[src/rtl/irq_flag_pkg.sv]
package irq_flag_pkg;
  localparam int REG_W   = 8;
  localparam int TMR_BIT = 0;
  localparam int EXT_BIT = 3;
  localparam logic [REG_W-1:0] IMPL_MASK =
    REG_W'((1 << EXT_BIT) | (1 << TMR_BIT));

  typedef enum logic {
    SEL_STATUS = 1'b0,
    SEL_MASK   = 1'b1
  } reg_sel_e;
endpackage

[src/rtl/irq_pin_edge.sv]
// Synchronizes an asynchronous active-low pin and flags its falling edge.
module irq_pin_edge #(
  parameter int STAGES = 2
) (
  input  logic clk,
  input  logic rst_n,
  input  logic pin_i,
  output logic fall_o
);
  logic [STAGES-1:0] sync_q;
  logic [STAGES-1:0] sync_d;
  logic              prev_q;
  logic              level;

  assign level = sync_q[STAGES-1];

  always_comb begin
    sync_d = {sync_q[STAGES-2:0], pin_i};
  end

  always_ff @(posedge clk or negedge rst_n) begin
    if (!rst_n) begin
      sync_q <= '1;
      prev_q <= 1'b1;
    end else begin
      sync_q <= sync_d;
      prev_q <= level;
    end
  end

  assign fall_o = prev_q & ~level;
endmodule

[src/rtl/irq_flag_bank.sv]
// Pending flags: hardware set has priority over software clear.
module irq_flag_bank #(
  parameter int          W    = 8,
  parameter logic [W-1:0] IMPL = '1
) (
  input  logic         clk,
  input  logic         rst_n,
  input  logic [W-1:0] set_i,
  input  logic [W-1:0] clr_i,
  output logic [W-1:0] flag_o
);
  logic [W-1:0] flag_q;
  logic [W-1:0] flag_d;

  for (genvar i = 0; i < W; i++) begin : g_bit
    always_comb begin
      flag_d[i] = IMPL[i] & (set_i[i] | (flag_q[i] & ~clr_i[i]));
    end
  end

  always_ff @(posedge clk or negedge rst_n) begin
    if (!rst_n) flag_q <= '0;
    else        flag_q <= flag_d;
  end

  assign flag_o = flag_q;
endmodule

[src/rtl/irq_gie_ctrl.sv]
// Global enable bit; any clear source outranks any set source.
module irq_gie_ctrl (
  input  logic clk,
  input  logic rst_n,
  input  logic on_i,
  input  logic reti_i,
  input  logic off_i,
  input  logic taken_i,
  output logic gie_o
);
  logic gie_q;
  logic gie_d;
  logic do_clr;
  logic do_set;

  always_comb begin
    do_clr = off_i | taken_i;
    do_set = on_i | reti_i;
    gie_d  = gie_q;
    if (do_clr)      gie_d = 1'b0;
    else if (do_set) gie_d = 1'b1;
  end

  always_ff @(posedge clk or negedge rst_n) begin
    if (!rst_n) gie_q <= 1'b0;
    else        gie_q <= gie_d;
  end

  assign gie_o = gie_q;
endmodule

[src/rtl/irq_flag_ctrl.sv]
module irq_flag_ctrl
  import irq_flag_pkg::*;
#(
  parameter int SYNC_STAGES = 2,
  parameter int RST_STAGES  = 2
) (
  input  logic             clk,
  input  logic             rst_n,
  input  logic             reg_wr_i,
  input  logic             reg_sel_i,
  input  logic [REG_W-1:0] reg_wdata_i,
  output logic [REG_W-1:0] reg_rdata_o,
  input  logic             gie_on_i,
  input  logic             gie_off_i,
  input  logic             reti_i,
  input  logic             irq_taken_i,
  input  logic             tmr_ovf_i,
  input  logic             ext_pin_i,
  output logic             irq_req_o
);
  // reset: asserted asynchronously, released synchronously
  logic [RST_STAGES-1:0] rst_pipe;
  logic                  rst_sync_n;

  always_ff @(posedge clk or negedge rst_n) begin
    if (!rst_n) rst_pipe <= '0;
    else        rst_pipe <= {rst_pipe[RST_STAGES-2:0], 1'b1};
  end
  assign rst_sync_n = rst_pipe[RST_STAGES-1];

  // external edge
  logic ext_fall;

  irq_pin_edge #(.STAGES(SYNC_STAGES)) u_edge (
    .clk    (clk),
    .rst_n  (rst_sync_n),
    .pin_i  (ext_pin_i),
    .fall_o (ext_fall)
  );

  // register decode
  reg_sel_e   sel;
  logic       status_we;
  logic       mask_we;
  logic [REG_W-1:0] hw_set;
  logic [REG_W-1:0] sw_clr;
  logic [REG_W-1:0] flag_q;
  logic [REG_W-1:0] mask_q;
  logic [REG_W-1:0] masked;

  always_comb begin
    sel       = reg_sel_e'(reg_sel_i);
    status_we = reg_wr_i & (sel == SEL_STATUS);
    mask_we   = reg_wr_i & (sel == SEL_MASK);
    hw_set          = '0;
    hw_set[TMR_BIT] = tmr_ovf_i;
    hw_set[EXT_BIT] = ext_fall;
    sw_clr    = {REG_W{status_we}} & ~reg_wdata_i;
  end

  irq_flag_bank #(.W(REG_W), .IMPL(IMPL_MASK)) u_flags (
    .clk    (clk),
    .rst_n  (rst_sync_n),
    .set_i  (hw_set),
    .clr_i  (sw_clr),
    .flag_o (flag_q)
  );

  always_ff @(posedge clk or negedge rst_sync_n) begin
    if (!rst_sync_n)  mask_q <= '0;
    else if (mask_we) mask_q <= reg_wdata_i;
  end

  // global enable
  logic gie_q;

  irq_gie_ctrl u_gie (
    .clk     (clk),
    .rst_n   (rst_sync_n),
    .on_i    (gie_on_i),
    .reti_i  (reti_i),
    .off_i   (gie_off_i),
    .taken_i (irq_taken_i),
    .gie_o   (gie_q)
  );

  // outputs
  assign masked      = flag_q & mask_q;
  assign reg_rdata_o = (sel == SEL_MASK) ? mask_q : masked;
  assign irq_req_o   = gie_q & (|masked);
endmodule

[config.mk]
export PLATFORM = sky130hd
export DESIGN_NAME = irq_flag_ctrl
export DESIGN_NICKNAME = d
export VERILOG_FILES = /design/src/rtl/irq_flag_pkg.sv /design/src/rtl/irq_pin_edge.sv /design/src/rtl/irq_flag_bank.sv /design/src/rtl/irq_gie_ctrl.sv /design/src/rtl/irq_flag_ctrl.sv
export SDC_FILE = /design/constraint.sdc
export NUM_CORES = 1
export LEC_CHECK = 0
export ABC_AREA = 1
export CAP_MARGIN = 20
export CORE_MARGIN = 4
export CORE_UTILIZATION = 40
export CTS_CLUSTER_DIAMETER = 50
export CTS_CLUSTER_SIZE = 28
export DETAILED_ROUTE_END_ITERATION = 10
export DONT_BUFFER_PORTS = 1
export PLACE_DENSITY = 0.64
export SKIP_CTS_REPAIR_TIMING = 1
export SLEW_MARGIN = 20
export SYNTH_ARGS = -nofsm -noshare
export SYNTH_HDL_FRONTEND = slang
export SYNTH_SLANG_ARGS = --single-unit
export TNS_END_PERCENT = 10
[constraint.sdc]
create_clock -name clk -period 0.8 [get_ports clk]
set_input_delay 0.04 -clock clk [delete_from_list [all_inputs] [get_ports clk]]
set_output_delay 0.04 -clock clk [all_outputs]
set_load 0.02 [all_outputs]
==> metrics.md, run 1 <==
| Metric | Value |
|---|---|
| Area contributors post-synth | dfrtp_1 (45%), nand2_1 (16%), dfstp_2 (11%) |
| First-pass GRT wire length | 2.04 mm |
| Yosys top cell by area | dfrtp_1 |
| CP Launch Type | flip-flop |
| WS Path Type | flip-flop to output pin |
| Final setup vio count | 19 |
| Pin count of the biggest net entering global routing | 17 |
| I/O Buffers | 0 |
| Yosys Warn Count | 0 |
| Failing checks | setup timing |
| Share of cells above drive strength 1 | 0.235 |
| Number of buffers created by CTS | 3 |
| RSZ-0062 raised after global routing | true |
| DP Wirelength | 956 microns |
| Comb pwr share | 0.198 |
| Area grow syn2layout | 31.0% |
| Total negative slack | -2900 ps |
| Critical path arrival | 1010 ps |
| # clock sinks | 16 |
| Area of the core | 1730 sq um |
| Clk slew on worst S/H paths | 90 ps |
| Max transition margin | 0.644 |
| Worst VDD drop | 0.750 mV |
| F_max | 0.956 GHz |
| FP Rows | 15 |
| Outcome | finished, violations left |
| Critical path capture point type | output pin |
| Post-Synthesis Cells | 78 |
| Die height | 50.5 microns |
| I/O pin count | 27 |
| Vias per cell | 4.37 |
| Switching part of the total | 0.286 |
| CP Max Fanout | 3 |
| Total power | 1700 uW |
| Commonest non-fill, non-tap cell in the layout | nand2_1 |
| Via count | 538 |
| Final wirelength | 1.51 mm |
| Pint | 1210 uW |
| Synth cell types | 15 |
| Clock root buffer | clkbuf_4 |
| Syn nets | 96 |
| Die width | 50.5 microns |
| Die ar. | 2550 sq um |
| Slew Viols, Final | 0 |
| FF+latch count, synth | 16 |
| HP Class | flip-flop to async pin |
| RR Startpoint | u_edge.sync_q[1]$_DFF_PN1_ |
| Final min period | 1050 ps |
| Initial Util | 0.418 |
| Post-synth design cell area | 722 sq um |
| ANT nets after route | 0 |
| Period Utilization, post-route | 1.31 |
| Max Buffers Root-to-Sink | 2 |
| Area of the multi-input gates | 251 sq um |
| Drt first pass iters | 3 |
| Clk_lat worst skew | 280 ps |
| Vias in the first global route | 448 |
| GRT Total Usage | 0.114 |
| Clock Skew | 6.09 ps |
| Antenna violations before repair | 0 |
| Reg power frac | 0.550 |
| Number of fillers in the final layout | 174 |
| Post-synth top area share | 0.451 |
| Placed cell count | 101 |
| Syn Area/Cell | 9.26 sq um |
| Gpl congestion | 0.742 |
| H-tree lvl count | 1 |
| Nets@finish | 117 |
| Clock Power Share | 0.252 |
| P_leak | 0.000476 uW |
| Worst R2R Path Depth | 3 |
| Most frequent cells in the layout | nand2_1 (28), dlygate4sd3_1 (18), dfrtp_1 (13) |
| Register Area | 404 sq um |
| Worst R2R Setup Slack | 40 ps |
| Switch Pwr | 485 uW |
| R2r endpoint | u_flags.flag_o[3]$_DFF_PN0_ |
| Post-synthesis sequential area ratio | 0.560 |
| TritonCTS clock tree | yes |
| CP required | 760 ps |
| Wire per inst | 12.2 microns |
| # diodes | 0 |
| Initial DRC Count | 9 |
| DRC violations left | 0 |
| Gr ovfl total | 0 |
| Worst setup margin | -246 ps |
| Max-cap violations | 0 |
| Pwr/cell area | 1790 nW/um^2 |
| Post-route insts no fill | 123 |
| Actual slew at the worst max-slew pin | 532 ps |
| Final Hold Vio Count | 0 |
registers in the layout (all words and copies together), names as in the netlist:
register	flops
u_edge.sync_q	2
mask_q	8
rst_pipe	2
u_gie.gie_o	1
u_edge.prev_q	1
u_flags.flag_o	2
synth_stat cells:
| master | count |
|---|---|
| nand2_1 | 31 |
| dfrtp_1 | 13 |
| inv_1 | 12 |
| nand3_1 | 6 |
| dfstp_2 | 3 |
| a21oi_1 | 2 |
| nand3_2 | 2 |
| o21ai_2 | 2 |
| buf_12 | 1 |
| buf_6 | 1 |
| clkbuf_8 | 1 |
| conb_1 | 1 |
| nand2_8 | 1 |
| nor2_1 | 1 |
| or2_0 | 1 |
area by class of cell:
class	instances	share of cell area
multi-input combinational	47	0.266
inverter	12	0.0476
timing repair buffer	19	0.198
sequential	16	0.427
tap	25	0.0331
clock buffer	4	0.0278
power by group through the flow:
stage	clock, uW	combinational (uW)	sequential, uW
2_1_floorplan	0	225	942
3_3_place_gp	0	217	940
3_5_place_dp	0	222	946
4_1_cts	453	222	930
5_1_grt	493	374	944
6_report	428	336	933
per-stage QoR:
stage | cell area, sq um | hold WS [ps] | setup WS (ps) | utilization
2_1_floorplan | 726 | -256 | 68.2 | -
3_3_place_gp | 719 | -256 | 64.0 | 0.417
3_5_place_dp | 719 | -256 | 38.0 | 0.417
4_1_cts | 746 | -569 | -284 | 0.432
5_1_grt | 946 | 204 | -300 | 0.548
6_report | 946 | 182 | -246 | 0.548
cells by family after synthesis:
logic type	synth area share
and+or+nand+nor	0.272
DFF	0.560
AOI/OAI and AO/OA	0.0381
other	0.00519
buffers and inverters	0.125
how the worst max path moves through the flow:
stage                                from                           to  slack, ps  cells after the start
3_5_place_dp   u_edge.sync_q[1]$_DFF_PN1_  u_flags.flag_o[3]$_DFF_PN0_         40                      3
5_1_grt             mask_q[3]$_DFFE_PN0P_                    irq_req_o       -300                      2
6_report            mask_q[3]$_DFFE_PN0P_                    irq_req_o       -250                      2
3_3_place_gp   u_edge.sync_q[1]$_DFF_PN1_  u_flags.flag_o[3]$_DFF_PN0_         60                      3
4_1_cts             mask_q[3]$_DFFE_PN0P_                    irq_req_o       -280                      2
2_1_floorplan  u_edge.sync_q[1]$_DFF_PN1_  u_flags.flag_o[3]$_DFF_PN0_         70                      3
per-layer routing:
metal  vias to the layer above  wire, microns  track usage
met5                         -              0            0
met4                         0             23       0.0942
met3                         2             87       0.0267
met2                        19            749        0.165
met1                       247            644        0.142
li1                        270              -            -
worst max-delay path: stages (launching register included):
cell	delay, ps
dfrtp_1	410
nand2_2	100
a21oi_4	220
No activity file was read; power rests on OpenSTA's default activity.
==> inputs of run 2 (changes only) <==
--- a/config.mk
+++ b/config.mk
@@ -13,7 +13,6 @@
 export CTS_CLUSTER_SIZE = 28
 export DETAILED_ROUTE_END_ITERATION = 10
 export DONT_BUFFER_PORTS = 1
-export PLACE_DENSITY = 0.64
 export SKIP_CTS_REPAIR_TIMING = 1
 export SLEW_MARGIN = 20
 export SYNTH_ARGS = -nofsm -noshare
==> run 2 against run 1 <==
The flow still finishes with violations (setup timing). Routed wire length decreased by 3.5%. Sequential cell count unchanged. Power increased by 4.6%. Critical path type unchanged. Non-clock buffer count unchanged. Fmax up 1.9%. Highest routed layer unchanged.
==> metrics.md, run 2 (synthesis results as in run 1) <==
| Metric | Value |
|---|---|
| Outcome | finished, violations left (unchanged) |
| Failing checks | setup timing (unchanged) |
| HP Class | flip-flop to async pin (unchanged) |
| Critical path arrival | 990 ps (was 1010 ps) |
| CP max stage cell | dfrtp_1 (unchanged) |
| I/O pin count | 27 (unchanged) |
| FP Rows | 15 (unchanged) |
| Nets@finish | 117 (unchanged) |
| Worst setup margin | -226 ps (was -246 ps) |
| Critical-path cell list | nand2_2 -> a21oi_4 (unchanged) |
| Final Hold Vio Count | 0 (unchanged) |
| Placed cell count | 101 (unchanged) |
| RSZ-0062 raised after global routing | true (unchanged) |
| Clock Skew | 3.22 ps (was 6.09 ps) |
| Via count | 531 (was 538) |
| Die width | 50.5 microns (unchanged) |
| Clock root buffer | clkbuf_4 (unchanged) |
| H-tree lvl count | 1 (unchanged) |
| TritonCTS clock tree | yes (unchanged) |
| Antenna violations before repair | 0 (unchanged) |
| Pin count of the biggest net entering global routing | 17 (unchanged) |
| RR Startpoint | u_edge.sync_q[1]$_DFF_PN1_ (unchanged) |
| Critical path capture point type | output pin (unchanged) |
| Vias per cell | 4.32 (was 4.37) |
| Share of cells above drive strength 1 | 0.245 (was 0.235) |
| WS Path Type | flip-flop to output pin (unchanged) |
| Clk_lat worst skew | 280 ps (about the same) |
| Number of buffers created by CTS | 3 (unchanged) |
| Worst VDD drop | 0.897 mV (was 0.750 mV) |
| Commonest non-fill, non-tap cell in the layout | nand2_1 (unchanged) |
| CP Launch Type | flip-flop (unchanged) |
| GRT Total Usage | 0.106 (was 0.114) |
| Max-cap violations | 0 (unchanged) |
| Die ar. | 2550 sq um (unchanged) |
| DP Wirelength | 914 microns (was 956 microns) |
| Largest Register | mask_q (unchanged) |
| P_leak | 0.000482 uW (was 0.000476 uW) |
| DRC violations left | 0 (unchanged) |
| First-pass GRT wire length | 1.97 mm (was 2.04 mm) |
| Wire per inst | 11.8 microns (was 12.2 microns) |
| Final setup vio count | 19 (unchanged) |
| Actual slew at the worst max-slew pin | 524 ps (was 532 ps) |
| Worst R2R Path Depth | 3 (unchanged) |
| # diodes | 0 (unchanged) |
| Period Utilization, post-route | 1.28 (was 1.31) |
| Post-route insts no fill | 123 (unchanged) |
| CP Max Fanout | 3 (unchanged) |
| Critical Path Start | mask_q[3]$_DFFE_PN0P_ (unchanged) |
| Die height | 50.5 microns (unchanged) |
| Max Buffers Root-to-Sink | 2 (unchanged) |
| Vias in the first global route | 443 (was 448) |
| Number of fillers in the final layout | 168 (was 174) |
| Initial DRC Count | 3 (was 9) |
| Initial Util | 0.418 (unchanged) |
| Gr ovfl total | 0 (unchanged) |
| # clock sinks | 16 (unchanged) |
| I/O Buffers | 0 (unchanged) |
| Max reg flops | 8 (unchanged) |
| Final instance area | 956 sq um (was 946 sq um) |
| Slew Viols, Final | 0 (unchanged) |
| Clk slew on worst S/H paths | 90 ps (about the same) |
| Most frequent cells in the layout | nand2_1 (28), dlygate4sd3_1 (18), dfrtp_1 (13) (unchanged) |
| Gpl congestion | 0.744 (was 0.742) |
| Max transition margin | 0.650 (was 0.644) |
| ANT nets after route | 0 (unchanged) |
| F_max | 0.974 GHz (was 0.956 GHz) |
| Area grow syn2layout | 32.4% (was 31.0%) |
| Placed Area | 719 sq um (unchanged) |
| Crit-path max cell delay | 400 ps (was 410 ps) |
| Final min period | 1030 ps (was 1050 ps) |
| Drt first pass iters | 3 (unchanged) |
| Final core utilization | 0.554 (was 0.548) |
| Pwr/cell area | 1860 nW/um^2 (was 1790 nW/um^2) |
| Area of the core | 1730 sq um (unchanged) |
| Final wirelength | 1.45 mm (was 1.51 mm) |
| CP required | 760 ps (about the same) |
[run 2: cell count changes in the layout (fill, tap and decap cells not counted)]
cell      delta
clkbuf_1     -1
clkbuf_8     +1
[run 2: final timing paths]
| path | end | slack, ps |
|---|---|---|
| max | irq_req_o | -230 |
| min | u_gie.gie_o$_DFFE_PN0P_ | 170 |
| max reg2reg | u_flags.flag_o[3]$_DFF_PN0_ | 40 |
| min reg2reg | u_gie.gie_o$_DFFE_PN0P_ | 170 |
| max in group asynchronous | rst_pipe[0]$_DFF_PN0_ | 130 |
| min in group clk | reg_rdata_o[4] | 200 |
[run 2: power by group]
part	switching (uW)	total, uW	internal [uW]
combinational	202	332	131
sequential	44.1	933	889
clock	234	510	276
total	480	1780	1300
[run 2: worst max-delay path, delay by kind of cell (launching register included)]
kind,cells,cell delay (ps)
AND/OR/NAND/NOR,1,100
AO/OA/AOI/OAI,1,220
flip-flops,1,400
[run 2: area by class of cell]
type | instances | area, sq um | share of cell area
well taps | 25 | 31.3 | 0.0327
inverters | 12 | 45.0 | 0.0471
repair buffers | 19 | 188 | 0.196
flip-flops and latches | 16 | 404 | 0.423
clock buffers | 4 | 36.3 | 0.0380
multi-input cells | 47 | 251 | 0.263
[run 2: metal layers]
layer | wire (microns) | global-route usage
met2 | 728 | 0.170
met5 | 0 | 0
met3 | 93 | 0.0356
met4 | 15 | 0.0673
met1 | 614 | 0.121
[run 2: per-stage QoR]
step | setup TNS, ps | worst slack, ps | hold slack (ps) | power [uW]
5_1_grt | -3800 | -295 | 203 | 1890
3_3_place_gp | 0 | 64.8 | -256 | 1160
4_1_cts | -1230 | -286 | -568 | 1690
3_5_place_dp | 0 | 36.7 | -256 | 1170
2_1_floorplan | 0 | 68.2 | -256 | 1170
6_report | -2740 | -226 | 170 | 1780
